`src/rtl/rtc_i2c_front.sv`:
```
module rtc_i2c_front #(
  parameter logic [3:0]  ADDR_HI    = 4'b0110,
  parameter int unsigned POR_CYCLES = 16_000_000
) (
  input  logic        clk,
  input  logic        rst_n,
  input  logic        scl_i,
  input  logic        sda_i,
  output logic        sda_oe,
  input  logic [55:0] time_in,
  input  logic [23:0] alarm_in,
  output logic        wr_time,
  output logic        wr_alarm,
  output logic [2:0]  wr_idx,
  output logic [7:0]  wr_data,
  input  logic        batt_low,
  input  logic        alarm_hit,
  output logic        irq,
  output logic [3:0]  int_mode,
  output logic        test_mode,
  output logic        hour24,
  output logic        clk_rst
);
  localparam int PW = (POR_CYCLES < 2) ? 1 : $clog2(POR_CYCLES + 1);

  typedef enum logic [2:0] {S_IDLE, S_ADDR, S_AACK, S_WR, S_WACK, S_RD, S_RACK} st_t;

  function automatic logic [7:0] rev8(input logic [7:0] b);
    logic [7:0] r;
    for (int i = 0; i < 8; i++) r[i] = b[7-i];
    return r;
  endfunction

  logic [2:0] scl_s, sda_s;
  logic       rise, fall, start, stop, sda_b;
  st_t        state;
  logic [3:0] cnt;
  logic [7:0] sr, tx;
  logic [2:0] cmd, idx, idx_nx, tix;
  logic       rnw, nack;
  logic       ev_rd1, ev_wr1, ev_wr2;
  logic       st_poc, st_bld, st_pend, st_24h;
  logic [7:0] st2, st1, rb, rb_rev;
  logic [PW-1:0] por_cnt;
  logic       busy;
  logic [63:0] tpad, apad;

  always_ff @(posedge clk or negedge rst_n)
    if (!rst_n) begin
      scl_s <= 3'b111;
      sda_s <= 3'b111;
    end else begin
      scl_s <= {scl_s[1:0], scl_i};
      sda_s <= {sda_s[1:0], sda_i};
    end

  assign sda_b = sda_s[1];
  assign rise  = scl_s[1] & ~scl_s[2];
  assign fall  = ~scl_s[1] & scl_s[2];
  assign start = scl_s[1] & scl_s[2] & sda_s[2] & ~sda_s[1];
  assign stop  = scl_s[1] & scl_s[2] & ~sda_s[2] & sda_s[1];

  always_ff @(posedge clk or negedge rst_n)
    if (!rst_n) por_cnt <= PW'(POR_CYCLES);
    else if (por_cnt != '0) por_cnt <= por_cnt - PW'(1);
  assign busy = (por_cnt != '0);

  assign st1    = {1'b0, st_24h, 3'b000, st_pend, st_bld, st_poc};
  assign tpad   = {8'hFF, time_in};
  assign apad   = {40'hFF_FFFF_FFFF, alarm_in};
  assign tix    = (cmd == 3'd3) ? idx + 3'd4 : idx;
  assign idx_nx = (idx == 3'd7) ? idx : idx + 3'd1;

  always_comb begin
    rb = 8'hFF;
    case (cmd)
      3'd0: if (idx == 3'd0) rb = st1;
      3'd1: if (idx == 3'd0) rb = st2;
      3'd2: if (idx < 3'd7) rb = tpad[{tix, 3'b000} +: 8];
      3'd3: if (idx < 3'd3) rb = tpad[{tix, 3'b000} +: 8];
      3'd5: if (idx < 3'd3) rb = apad[{idx, 3'b000} +: 8];
      default: rb = 8'hFF;
    endcase
  end
  assign rb_rev = rev8(rb);

  always_ff @(posedge clk or negedge rst_n)
    if (!rst_n) begin
      state <= S_IDLE; cnt <= '0; sr <= '0; tx <= 8'hFF;
      cmd <= '0; idx <= '0; rnw <= 1'b0; nack <= 1'b1; sda_oe <= 1'b0;
      ev_rd1 <= 1'b0; ev_wr1 <= 1'b0; ev_wr2 <= 1'b0;
      wr_time <= 1'b0; wr_alarm <= 1'b0; wr_idx <= '0; wr_data <= '0;
    end else begin
      ev_rd1 <= 1'b0; ev_wr1 <= 1'b0; ev_wr2 <= 1'b0;
      wr_time <= 1'b0; wr_alarm <= 1'b0;
      if (start) begin
        state <= S_ADDR; cnt <= '0; sda_oe <= 1'b0;
      end else if (stop) begin
        state <= S_IDLE; sda_oe <= 1'b0;
      end else begin
        case (state)
          S_ADDR:
            if (rise) begin
              sr <= {sr[6:0], sda_b}; cnt <= cnt + 4'd1;
            end else if (fall && cnt == 4'd8) begin
              if (sr[7:4] == ADDR_HI && !busy) begin
                sda_oe <= 1'b1; cmd <= sr[3:1]; rnw <= sr[0]; idx <= '0;
                state <= S_AACK;
              end else state <= S_IDLE;
            end
          S_AACK:
            if (fall) begin
              cnt <= '0;
              if (rnw) begin
                tx <= rb_rev; sda_oe <= ~rb_rev[7];
                ev_rd1 <= (cmd == 3'd0) && (idx == 3'd0);
                idx <= idx_nx; state <= S_RD;
              end else begin
                sda_oe <= 1'b0; state <= S_WR;
              end
            end
          S_WR:
            if (rise) begin
              sr <= {sr[6:0], sda_b}; cnt <= cnt + 4'd1;
            end else if (fall && cnt == 4'd8) begin
              sda_oe  <= 1'b1;
              wr_data <= rev8(sr);
              ev_wr1  <= (cmd == 3'd0) && (idx == 3'd0);
              ev_wr2  <= (cmd == 3'd1) && (idx == 3'd0);
              wr_time <= ((cmd == 3'd2) && (idx < 3'd7)) || ((cmd == 3'd3) && (idx < 3'd3));
              wr_alarm <= (cmd == 3'd5) && (idx < 3'd3);
              wr_idx  <= tix;
              idx <= idx_nx; state <= S_WACK;
            end
          S_WACK:
            if (fall) begin
              sda_oe <= 1'b0; cnt <= '0; state <= S_WR;
            end
          S_RD:
            if (fall) begin
              if (cnt == 4'd7) begin
                sda_oe <= 1'b0; state <= S_RACK;
              end else begin
                tx <= {tx[6:0], 1'b1}; sda_oe <= ~tx[6]; cnt <= cnt + 4'd1;
              end
            end
          S_RACK:
            if (rise) nack <= sda_b;
            else if (fall) begin
              if (nack) state <= S_IDLE;
              else begin
                tx <= rb_rev; sda_oe <= ~rb_rev[7];
                ev_rd1 <= (cmd == 3'd0) && (idx == 3'd0);
                idx <= idx_nx; cnt <= '0; state <= S_RD;
              end
            end
          default: ;
        endcase
      end
    end

  always_ff @(posedge clk or negedge rst_n)
    if (!rst_n) begin
      st_poc <= 1'b1; st_bld <= 1'b0; st_pend <= 1'b0; st_24h <= 1'b0;
      st2 <= '0; clk_rst <= 1'b0;
    end else begin
      clk_rst <= 1'b0;
      if (ev_rd1) begin
        st_poc <= 1'b0; st_bld <= 1'b0; st_pend <= 1'b0;
      end
      if (ev_wr1) begin
        st_24h <= wr_data[6];
        if (wr_data[7]) begin
          st_poc <= 1'b0; st_bld <= 1'b0; st_pend <= 1'b0;
          st2 <= '0; clk_rst <= 1'b1;
        end
      end
      if (ev_wr2) begin
        st2 <= wr_data;
        if (wr_data[7:4] == 4'h0) st_pend <= 1'b0;
      end
      if (batt_low) st_bld <= 1'b1;
      if (alarm_hit && st2[7:4] != 4'h0) st_pend <= 1'b1;
    end

  assign int_mode  = st2[7:4];
  assign test_mode = st2[0];
  assign hour24    = st_24h;
  assign irq       = st_pend && (st2[7:4] != 4'h0);

  AST_BUSY_QUIET: assert property (@(posedge clk) disable iff (!rst_n)
    busy |-> !sda_oe);
  AST_RD_CLEAR: assert property (@(posedge clk) disable iff (!rst_n)
    (ev_rd1 && !batt_low) |=> (!st_poc && !st_bld));
  AST_NONE_DROPS_IRQ: assert property (@(posedge clk) disable iff (!rst_n)
    (ev_wr2 && wr_data[7:4] == 4'h0) |=> !irq);
  AST_RESET_CMD: assert property (@(posedge clk) disable iff (!rst_n)
    (ev_wr1 && wr_data[7] && !batt_low) |=> (!st_poc && !st_bld && st2 == 8'h00 && clk_rst));
  AST_ONE_STROBE: assert property (@(posedge clk) disable iff (!rst_n)
    $onehot0({wr_time, wr_alarm}));
endmodule

```
`config.mk`:
```
export PLATFORM = sky130hd
export DESIGN_NAME = rtc_i2c_front
export DESIGN_NICKNAME = d
export VERILOG_FILES = /design/src/rtl/rtc_i2c_front.sv
export SDC_FILE = /design/constraint.sdc
export NUM_CORES = 1
export LEC_CHECK = 0
export BUFFER_PORTS_ARGS = -buffer_cell sky130_fd_sc_hd__buf_4
export CAP_MARGIN = 0
export CORE_MARGIN = 2
export CORE_UTILIZATION = 60
export DETAILED_ROUTE_END_ITERATION = 8
export PLACE_DENSITY = 0.87
export SYNTH_ARGS = -nofsm -noshare
export SYNTH_HDL_FRONTEND = slang
export SYNTH_SLANG_ARGS = --single-unit
```
`constraint.sdc`:
```
create_clock -name clk -period 5.65 [get_ports clk]
set_clock_uncertainty 0.05 [all_clocks]
set_input_delay 0.2825 -clock clk [delete_from_list [all_inputs] [get_ports clk]]
set_output_delay 0.2825 -clock clk [all_outputs]
set_load 0.02 [all_outputs]
```
-- Word level (Yosys, flattened, before mapping)
Cells that the tools add are included.
- equality and inequality tests: 46
- bitwise logic cells: 16
- add/sub/neg operators: 4
- reductions and logical operators: 34
- $lt $le $gt $ge: 2
- mux-type cells: 115
- shifts and indexed selects: 2
- operators by type and width (cell ; count):
    $shiftx 64x7->8 ; 2
    $mux 3 ; 26
    $mux 8 ; 8
    $mux 1 ; 57
    $mux 7 ; 7
    $ne 4x4->1 const B ; 12
    $pmux 8 s5 ; 1
    $mux 4 ; 9
    $ne 2x2->1 const B ; 13
    $reduce_bool 24->1 ; 1
    $sub 24x1->24 const B ; 1
    $pmux 7 s3 ; 1
    $pmux 3 s6 ; 1
    $pmux 4 s4 ; 1
    $eq 3x3->1 const B ; 5
    $ne 3x3->1 const B ; 5
    $reduce_and 13->1 ; 1
    $eq 3x2->1 const B ; 4
    $pmux 3 s4 ; 1
    $reduce_and 12->1 ; 1
    $reduce_and 11->1 ; 1
    $reduce_and 10->1 ; 1
    $logic_and 1x1->1 ; 9
    $not 1->1 ; 9
    28 further kinds ; 42
- word-level logic and storage cells: 244
- bits in registers: 90
- output and inout port bits: 22
- input port bits: 86

-- Depth between registers and ports, before layout
Gate-level depths: netlist (run 1).
- depth after elaboration: 12
- gate-level depth with buffers: 10
- gate-level depth less buffers: 7

-- Least setup slack after synthesis (run 1)
OpenSTA, ideal clock, no wires.
- path kind: reg-to-reg
- start point: reg idx[0]
- end point: reg tx[1]
- buffers on the path: 3
- arrival: 2437 ps
- path slack: 3065 ps
- period minus slack after synthesis: 2585 ps
- setup time: 98 ps
- stages on the path, launching flop included: 11
- data required time: 5502 ps
- cells stage by stage: dfrtp_1 > buf_1 > inv_1 > clkbuf_1 > ha_1 > nand2b_1 > clkbuf_1 > a21oi_1 > o21ai_1 > nor3_1 > a221oi_1
- cells in the longest elaborated chain, start to end: 9
- elaborated cells between the ends (all ways): 19
- classes of those cells: add/sub: 1; order compare: 2; shift: 2; mux: 13; reduce/logical: 1
- RTL lines (item ; RTL line ; RTL):
    start, declared ; 39 ; logic [2:0] cmd, idx, idx_nx, tix;
    start signal, assigned ; 90 ; cmd <= '0; idx <= '0; rnw <= 1'b0; nack <= 1'b1; sda_oe <= 1'b0;
    start signal, assigned ; 107 ; sda_oe <= 1'b1; cmd <= sr[3:1]; rnw <= sr[0]; idx <= '0;
    start signal, assigned ; 117 ; idx <= idx_nx; state <= S_RD;
    $add 3x3->3 ; 71 ; assign tix = (cmd == 3'd3) ? idx + 3'd4 : idx;
    $mux 3 ; 71 ;
    $shiftx 64x7->8 ; 79, 80 ;
    $mux 8, on equally long branches ; 80, 79 ;
    $pmux 8 s5 * ; 76 ; case (cmd)
    $mux 7 ; 150 ; if (nack) state <= S_IDLE;
    $mux 7 ; 149 ; else if (fall) begin
    $mux 7 ; 148 ; if (rise) nack <= sda_b;
    $pmux 7 s3 * ; 101 ; case (state)
    end signal, assigned ; 115 ; tx <= rb_rev; sda_oe <= ~rb_rev[7];
    end signal, assigned ; 144 ; tx <= {tx[6:0], 1'b1}; sda_oe <= ~tx[6]; cnt <= cnt + 4'd1;
    end signal, assigned ; 152 ; tx <= rb_rev; sda_oe <= ~rb_rev[7];
    end, declared ; 38 ; logic [7:0] sr, tx;
Every way passes the cells marked *; elsewhere a longest branch is shown, timed or not. The select of a mux whose other input is x is not followed.
A chain may end at the register's enable or synchronous reset.

-- Final worst setup path (run 1)
Ends and elaborated chain as after synthesis.

==> flow_metrics.env, run 1 <==
export IMPL_syn_nets=591
export IMPL_worst_slew_pin_slew_ns=1.12
export IMPL_critical_path_class="flip-flop to flip-flop"
export IMPL_layout_drive_gt1_share=0.333
export IMPL_clkSinkCount=90
export IMPL_fin_hold_ws_ns=0.0395
export IMPL_max_freq_ghz=0.326
export IMPL_cp_start_kind="flip-flop"
export IMPL_syn_cell_area_sq_um=5180
export IMPL_placementRows=33
export IMPL_finalHoldViolations=0
export IMPL_post_drt_wl_per_cell_microns=18.1
export IMPL_status="complete, no violations"
export IMPL_io_buffers=107
export IMPL_antenna_left=0
export IMPL_grt_pass1_vias=4262
export IMPL_track_usage=0.272
export IMPL_ioPinCount=108
export IMPL_utilization=0.745
export IMPL_core_sq_um=8300
export IMPL_clk_latency_ns=0.37
export IMPL_cts_buffer_depth=2
export IMPL_grt_overflow=0
export IMPL_via_per_inst=6.27
export IMPL_place_area_sq_um=5990
export IMPL_dieArea_sq_um=9400
export IMPL_yosysTopAreaCellShare=0.328
export IMPL_post_route_period_util=0.543
export IMPL_vias=4384
export IMPL_nFillCells=567
export IMPL_root_buffer="clkbuf_8"
export IMPL_dieHeight_microns=97.0
export IMPL_drtPass1Iterations=5
export IMPL_wl_microns=12600
export IMPL_clk_pin_slew_ns=0.10
export IMPL_crit_fanout=22
export IMPL_ys_seq_area_frac=0.440
export IMPL_start_util=0.625
export IMPL_area_delta_synth_final_pct=19.3
export IMPL_synth_cells=498
export IMPL_antenna_found_initial=0
export IMPL_fin_nets=682
export IMPL_synth_most_common_cell="dfrtp_1"
export IMPL_endpoint_kind="flip-flop"
export IMPL_yosys_area_top_type="dfrtp_1"
export IMPL_ir_drop_v=0.000155
export IMPL_p_per_area_nw_per_um2=202
export IMPL_grt_pass1_wl_microns=20900
export IMPL_synth_seq_cells=90
export IMPL_cts_buffers=9
export IMPL_dp_hpwl_microns=9030
export IMPL_cap_violations=0
export IMPL_synth_distinct_cells=71
export IMPL_drt_iter0_drc=457
export IMPL_synth_edf_count=0
export IMPL_yosys_warnings=0
export IMPL_insertedDiodeCount=0
export IMPL_worstPathArrival_ns=3.29
export IMPL_cts_tree="built"
export IMPL_netlist_top_cells_area="dfrtp_1, dfstp_2, mux2_2"
export IMPL_grt_max_degree=91
export IMPL_cts_max_level=3
export IMPL_fp_dieW_microns=97.0
export IMPL_required_ns=5.87
export IMPL_p_leak_uw=0.00291
export IMPL_syn_area_per_cell_sq_um=10.4
export IMPL_async_flop_share=1.00
export IMPL_hp_class="primary input to flip-flop"
export IMPL_synthFlopType="dfrtp_1"
export IMPL_final_area_sq_um=6180
export IMPL_tns_ns=0
export IMPL_gp_congestion=0.923
export IMPL_slew_headroom=0.248
export IMPL_drv_slew=0
export IMPL_power_uw=1250
export IMPL_finalCriticalPeriod_ns=3.07
export IMPL_yosys_top_cells_count="dfrtp_1, nand2_1, mux2_2, nor2_1, o21ai_0"
export IMPL_rsz0062_at_grt="false"
export IMPL_setup_viol=0
export IMPL_drc=0
## registers in the layout, indices dropped and copies added, names as in the netlist, 3 cells and up
signal,count
por_cnt,24
sr,8
st2,8
wr_data,8
tx,7
cnt,4
cmd,3
idx,3
scl_s,3
sda_s,3
state,3
wr_idx,3
## critical path, stage by stage, from the launching register on
cell and delay [ns]:
dfrtp_1 0.96, inv_1 0.44, ha_1 0.36, nand2b_1 0.26
a21oi_1 0.12, o21ai_1 0.35, nor3_1 0.13, a221oi_1 0.30
## area by class of cell
type / instances / area (sq um) / share of cell area
clock buffer: 9 / 124 / 0.0200
tap: 105 / 131 / 0.0212
clock inverter: 7 / 52.6 / 0.00850
sequential: 90 / 2280 / 0.369
inverter: 16 / 60.1 / 0.00971
timing repair buffer: 110 / 831 / 0.134
multi-input combinational: 362 / 2710 / 0.437
## cells in the final DEF, fill, tap and decap left out, drive strengths merged, types with 3 or more instances in the layout
master      n
buf       108
dfrtp      68
mux2       38
nand2      35
o21ai      31
nor2       30
dfstp      22
nor3       22
a21oi      20
inv        18
mux2i      17
xor2       16
nor4       11
o22ai      10
nand2b      9
a2bb2oi     9
clkbuf      9
mux4        8
nor2b       7
xnor2       7
ha          7
and2        6
nand3       6
o221ai      6
a31oi       5
a221oi      4
o211ai      4
clkinvlp    4
nand4       4
nand4b      3
nand3b      3
or2         3
or3         3
or4         3
## metrics by stage
step	instances	setup WS, ns
6_report	699	2.58
5_1_grt	699	2.29
4_1_cts	699	2.54
3_5_place_dp	681	2.59
3_3_place_gp	681	2.75
2_1_floorplan	498	3.06
## where the power goes
part | internal, uW | leakage, uW | switching, uW
Combinational | 84.6 | 0.00166 | 60.3
Clock | 162 | 0.0000783 | 248
Sequential | 668 | 0.00117 | 27.4
## worst paths after layout
kind / startpoint / endpoint / slack (ns) / cells past startpoint
max: idx[0] / tx[1] / 2.58 / 7
min: batt_low / st_bld / 0.04 / 2
max reg2reg: idx[0] / tx[1] / 2.58 / 7
min reg2reg: sda_s[0] / sda_s[1] / 0.31 / 0
max in group asynchronous: rst_n / wr_idx[1] / 4.79 / 1
min in group asynchronous: rst_n / sr[7] / 0.06 / 1
## kinds of logic (layout without fill, tap and decap cells)
| family | count (synthesis) | count (layout) | synth area share |
|---|---|---|---|
| DFF | 90 | 90 | 0.440 |
| buffers and inverters | 46 | 142 | 0.0393 |
| and+or+nand+nor | 154 | 154 | 0.163 |
| AOI/OAI and AO/OA | 115 | 115 | 0.149 |
| muxes | 63 | 63 | 0.153 |
| xor gates and xnor gates | 23 | 23 | 0.0389 |
| adders and majority gates | 7 | 7 | 0.0169 |
## what timing repair did
item                                   CTS  global route
gates resized for setup                  0             0
hold buffers                             2             0
buffers inserted                         0             0
endpoints found under the hold margin    2             0
## metal layers
| layer | GRT usage | up-vias | wire (microns) |
|---|---|---|---|
| li1 | - | 2015 | - |
| met1 | 0.367 | 2138 | 5290 |
| met2 | 0.443 | 207 | 6240 |
| met3 | 0.0470 | 24 | 853 |
| met4 | 0.105 | 0 | 262 |
| met5 | 0 | - | 0 |
(Power assumes the default switching activity.)
==> inputs of run 2 (changes only) <==
Settings changed: CORE_UTILIZATION 60 to 50, PLACE_DENSITY 0.87 to 0.78.
Clock period 5.65 ns to 2.8 ns, I/O delays scaled along.
==> flow_metrics.env, run 2 (synthesis gave the netlist of run 1 again) <==
export IMPL_status="complete, no violations"
export IMPL_worstPathArrival_ns=2.69
export IMPL_post_route_period_util=0.888
export IMPL_post_drt_wl_per_cell_microns=17.2
export IMPL_cts_max_level=3
export IMPL_placementRows=37
export IMPL_core_sq_um=10200
export IMPL_endpoint_kind="flip-flop"
export IMPL_root_buffer="clkbuf_8"
export IMPL_largest_reg_flops=24
export IMPL_dieHeight_microns=106
export IMPL_crit_fanout=6
export IMPL_fin_nets=694
export IMPL_cts_buffers=9
export IMPL_grt_pass1_vias=4261
export IMPL_dieArea_sq_um=11200
export IMPL_area_delta_synth_final_pct=22.0
export IMPL_dp_hpwl_microns=9410
export IMPL_grt_max_degree=86
export IMPL_whs_endpoint="tx[5]"
export IMPL_placed_cells=721
export IMPL_antenna_found_initial=0
export IMPL_worst_slew_pin_slew_ns=1.03
export IMPL_cts_buffer_depth=2
export IMPL_vias=4300
export IMPL_start_util=0.509
export IMPL_worstHoldStart="time_in[42]"
export IMPL_final_area_sq_um=6320
export IMPL_via_per_inst=5.80
export IMPL_fp_dieW_microns=106
export IMPL_power_uw=2540
export IMPL_cts_tree="built"
export IMPL_tns_ns=0
export IMPL_ir_drop_v=0.000339
export IMPL_drc=0
export IMPL_slew_headroom=0.310
export IMPL_layout_commonest_cell="buf_4"
export IMPL_rsz0062_at_grt="false"
export IMPL_antenna_left=0
export IMPL_required_ns=3.00
export IMPL_r2r_end="cmd[1]"
export IMPL_grt_pass1_wl_microns=20900
export IMPL_setup_viol=0
export IMPL_max_freq_ghz=0.402
export IMPL_r2r_setup_slack_ns=0.31
export IMPL_p_per_area_nw_per_um2=402
export IMPL_finalHoldViolations=0
export IMPL_final_cell_mix="buf_4, dfrtp_1, nand2_1"
export IMPL_track_usage=0.236
export IMPL_r2r_start="por_cnt[9]"
export IMPL_top_register="por_cnt"
export IMPL_fin_hold_ws_ns=0.224
export IMPL_wl_microns=12800
export IMPL_ioPinCount=108
export IMPL_clk_pin_slew_ns=0.09
export IMPL_drt_iter0_drc=425
export IMPL_whs_path_depth=4
export IMPL_critical_path_class="flip-flop to flip-flop"
export IMPL_worst_r2r_path_depth=5
export IMPL_clkSinkCount=90
export IMPL_finalNonFillerCells=742
export IMPL_insertedDiodeCount=0
export IMPL_grt_overflow=0
export IMPL_p_leak_uw=0.00298
export IMPL_io_buffers=107
export IMPL_drv_slew=0
export IMPL_cap_violations=0
export IMPL_place_area_sq_um=6090
export IMPL_gp_congestion=0.896
export IMPL_clk_latency_ns=0.37
export IMPL_cp_start_kind="flip-flop"
export IMPL_hp_class="primary input to flip-flop"
export IMPL_layout_drive_gt1_share=0.335
export IMPL_drtPass1Iterations=6
export IMPL_finalCriticalPeriod_ns=2.49
run 2: cell types whose count changed in the layout (fill, tap and decap cells not counted):
cell           change
inv_6              -2
bufinv_16          +1
clkinv_2           +1
clkinvlp_4         -4
buf_4              +9
clkbuf_1           +4
dlygate4sd3_1      +3
run 2: final cells by class:
class,count,area (sq um)
Clock buffer,13,139
Sequential cell,90,2280
Clock inverter,3,40.0
Inverter,16,60.1
Tap cell,136,170
Multi-Input combinational cell,362,2710
Timing Repair Buffer,122,928
Fill cell,831,3860
run 2: worst max-delay path: stages (launching register included):
cell and delay, ns:
dfrtp_1 0.46, nor4_4 0.35, nand4_2 0.21, or3_1 0.42, or4_4 0.58, mux2_4 0.31
run 2: timing repair:
action	CTS	global route
hold endpoints to repair	72	0
setup buffers	0	0
hold buffers	5	0
gates resized for setup	0	0
run 2: worst max-delay path by stage:
stage	start	cells after the start	to	slack, ns
2_1_floorplan	idx[0]	10	tx[1]	0.21
3_3_place_gp	por_cnt[12]	5	cmd[0]	0.37
3_5_place_dp	por_cnt[12]	5	cmd[1]	0.31
4_1_cts	por_cnt[12]	5	cmd[1]	0.30
5_1_grt	por_cnt[17]	5	cmd[0]	0.14
6_report	por_cnt[9]	5	cmd[1]	0.31
run 2: layer usage:
metal	vias to the layer above	GRT usage	share of wire
met5	-	0	0
met4	0	0.0771	0.014
met3	16	0.0433	0.073
met2	165	0.399	0.50
met1	2077	0.306	0.41
li1	2042	-	-
run 2: per-stage QoR:
step,setup WS (ns),util
final,0.313,0.621
after global routing,0.139,0.621
after CTS,0.301,0.621
after detailed placement,0.312,0.598
after global placement,0.373,0.598
after floorplan,0.215,-
run 2: where the power goes:
| part | switching, uW | total [uW] | internal (uW) |
|---|---|---|---|
| sequential | 51.8 | 1400 | 1350 |
| clock | 436 | 848 | 412 |
| combinational | 123 | 298 | 175 |
==> inputs of run 3 (changes only) <==
Settings changed: RECOVER_POWER set to 25.
==> flow_metrics.env, run 3 (synthesis gave the netlist of run 1 again) <==
export IMPL_endpoint_kind="flip-flop"
export IMPL_final_area_sq_um=6240
export IMPL_finalHoldViolations=0
export IMPL_place_area_sq_um=6090
export IMPL_start_util=0.509
export IMPL_dieHeight_microns=106
export IMPL_multi_input_area_sq_um=2710
export IMPL_placementRows=37
export IMPL_area_delta_synth_final_pct=20.4
export IMPL_cp_start_kind="flip-flop"
export IMPL_track_usage=0.236
export IMPL_cts_max_level=3
export IMPL_seq_area_sq_um=2280
export IMPL_rsz0062_at_grt="false"
export IMPL_cts_tree="built"
export IMPL_ioPinCount=108
export IMPL_critical_path_class="flip-flop to flip-flop"
export IMPL_clk_pin_slew_ns=0.09
export IMPL_grt_pass1_wl_microns=20900
export IMPL_antenna_found_initial=0
export IMPL_drt_iter0_drc=411
export IMPL_grt_overflow=0
export IMPL_ir_drop_v=0.000337
export IMPL_layout_drive_gt1_share=0.297
export IMPL_hold_buffers=5
export IMPL_largest_reg_flops=24
export IMPL_drtPass1Iterations=5
export IMPL_post_cts_buffers=0
export IMPL_setup_viol=0
export IMPL_clkSinkCount=90
export IMPL_layout_commonest_cell="buf_4"
export IMPL_grt_pass1_vias=4261
export IMPL_cts_resized=0
export IMPL_tns_ns=0
export IMPL_antenna_left=0
export IMPL_finalCriticalPeriod_ns=2.49
export IMPL_vias=4301
export IMPL_post_drt_wl_per_cell_microns=17.2
export IMPL_fp_dieW_microns=106
export IMPL_via_per_inst=5.80
export IMPL_drc=0
export IMPL_grt_max_degree=86
export IMPL_gp_congestion=0.896
export IMPL_final_cell_mix="buf_4, dfrtp_1, nand2_1"
export IMPL_crit_fanout=6
export IMPL_dieArea_sq_um=11200
export IMPL_status="complete, but fails checks"
export IMPL_p_leak_uw=0.00289
export IMPL_drv_slew=86
export IMPL_nFillCells=858
export IMPL_insertedDiodeCount=0
export IMPL_dp_hpwl_microns=9410
export IMPL_fin_nets=694
export IMPL_worst_slew_pin_slew_ns=2.02
export IMPL_cts_buffers=9
export IMPL_p_per_area_nw_per_um2=407
export IMPL_required_ns=3.00
export IMPL_hp_class="primary input to flip-flop"
export IMPL_cap_violations=1
export IMPL_io_buffers=107
export IMPL_post_route_period_util=0.889
export IMPL_max_freq_ghz=0.402
export IMPL_core_sq_um=10200
export IMPL_cts_buffer_depth=2
export IMPL_clk_latency_ns=0.37
export IMPL_violations="capacitance limit, slew limit"
export IMPL_slew_headroom=-0.346
export IMPL_top_register="por_cnt"
export IMPL_wl_microns=12700
export IMPL_worstPathArrival_ns=2.69
export IMPL_root_buffer="clkbuf_8"
[run 3: worst max-delay path: stages, from the launching register on]
cell and delay, ns:
dfrtp_1 0.46, nor4_4 0.35, nand4_2 0.21, or3_1 0.42, or4_4 0.58, mux2_4 0.31
[run 3: stage by stage]
step                setup slack (ns)  instances  hold WS [ns]   util  power [uW]
floorplan                      0.215        498        -0.206      -        1560
global placement               0.373        721         0.201  0.598        1710
detailed placement             0.312        721         0.199  0.598        1720
CTS                            0.301        742         0.209  0.621        2570
global route                   0.139        742         0.253  0.613        2650
finish                         0.310        742         0.222  0.613        2540
[run 3: cell type report]
| type | count | share of cell area |
|---|---|---|
| multi-input combinational | 362 | 0.433 |
| sequential | 90 | 0.365 |
| timing repair buffer | 122 | 0.136 |
| tap | 136 | 0.0273 |
| clock buffer | 13 | 0.0223 |
| inverter | 16 | 0.00962 |
| clock inverter | 3 | 0.00642 |
[run 3: per-layer routing]
metal,up-vias,track usage,share of wire
met2,177,0.399,0.49
met1,2061,0.306,0.42
met3,21,0.0433,0.072
li1,2042,-,-
met5,-,0,0
met4,0,0.0771,0.017
[run 3: report_power, final]
group / total, uW / switching, uW / internal [uW]
Sequential: 1400 / 52.0 / 1350
Combinational: 297 / 122 / 174
Clock: 845 / 433 / 412
[run 3: final timing paths]
kind                             start          end  slack, ns  cells past startpoint
min reg2reg                   sda_s[0]     sda_s[1]       0.31                      0
max                         por_cnt[9]       cmd[1]       0.31                      5
min                        time_in[42]        tx[5]       0.22                      4
max in group asynchronous        rst_n       ev_wr1       0.68                      2
max reg2reg                 por_cnt[9]       cmd[1]       0.31                      5
min in group asynchronous        rst_n  por_cnt[11]       0.84                      2
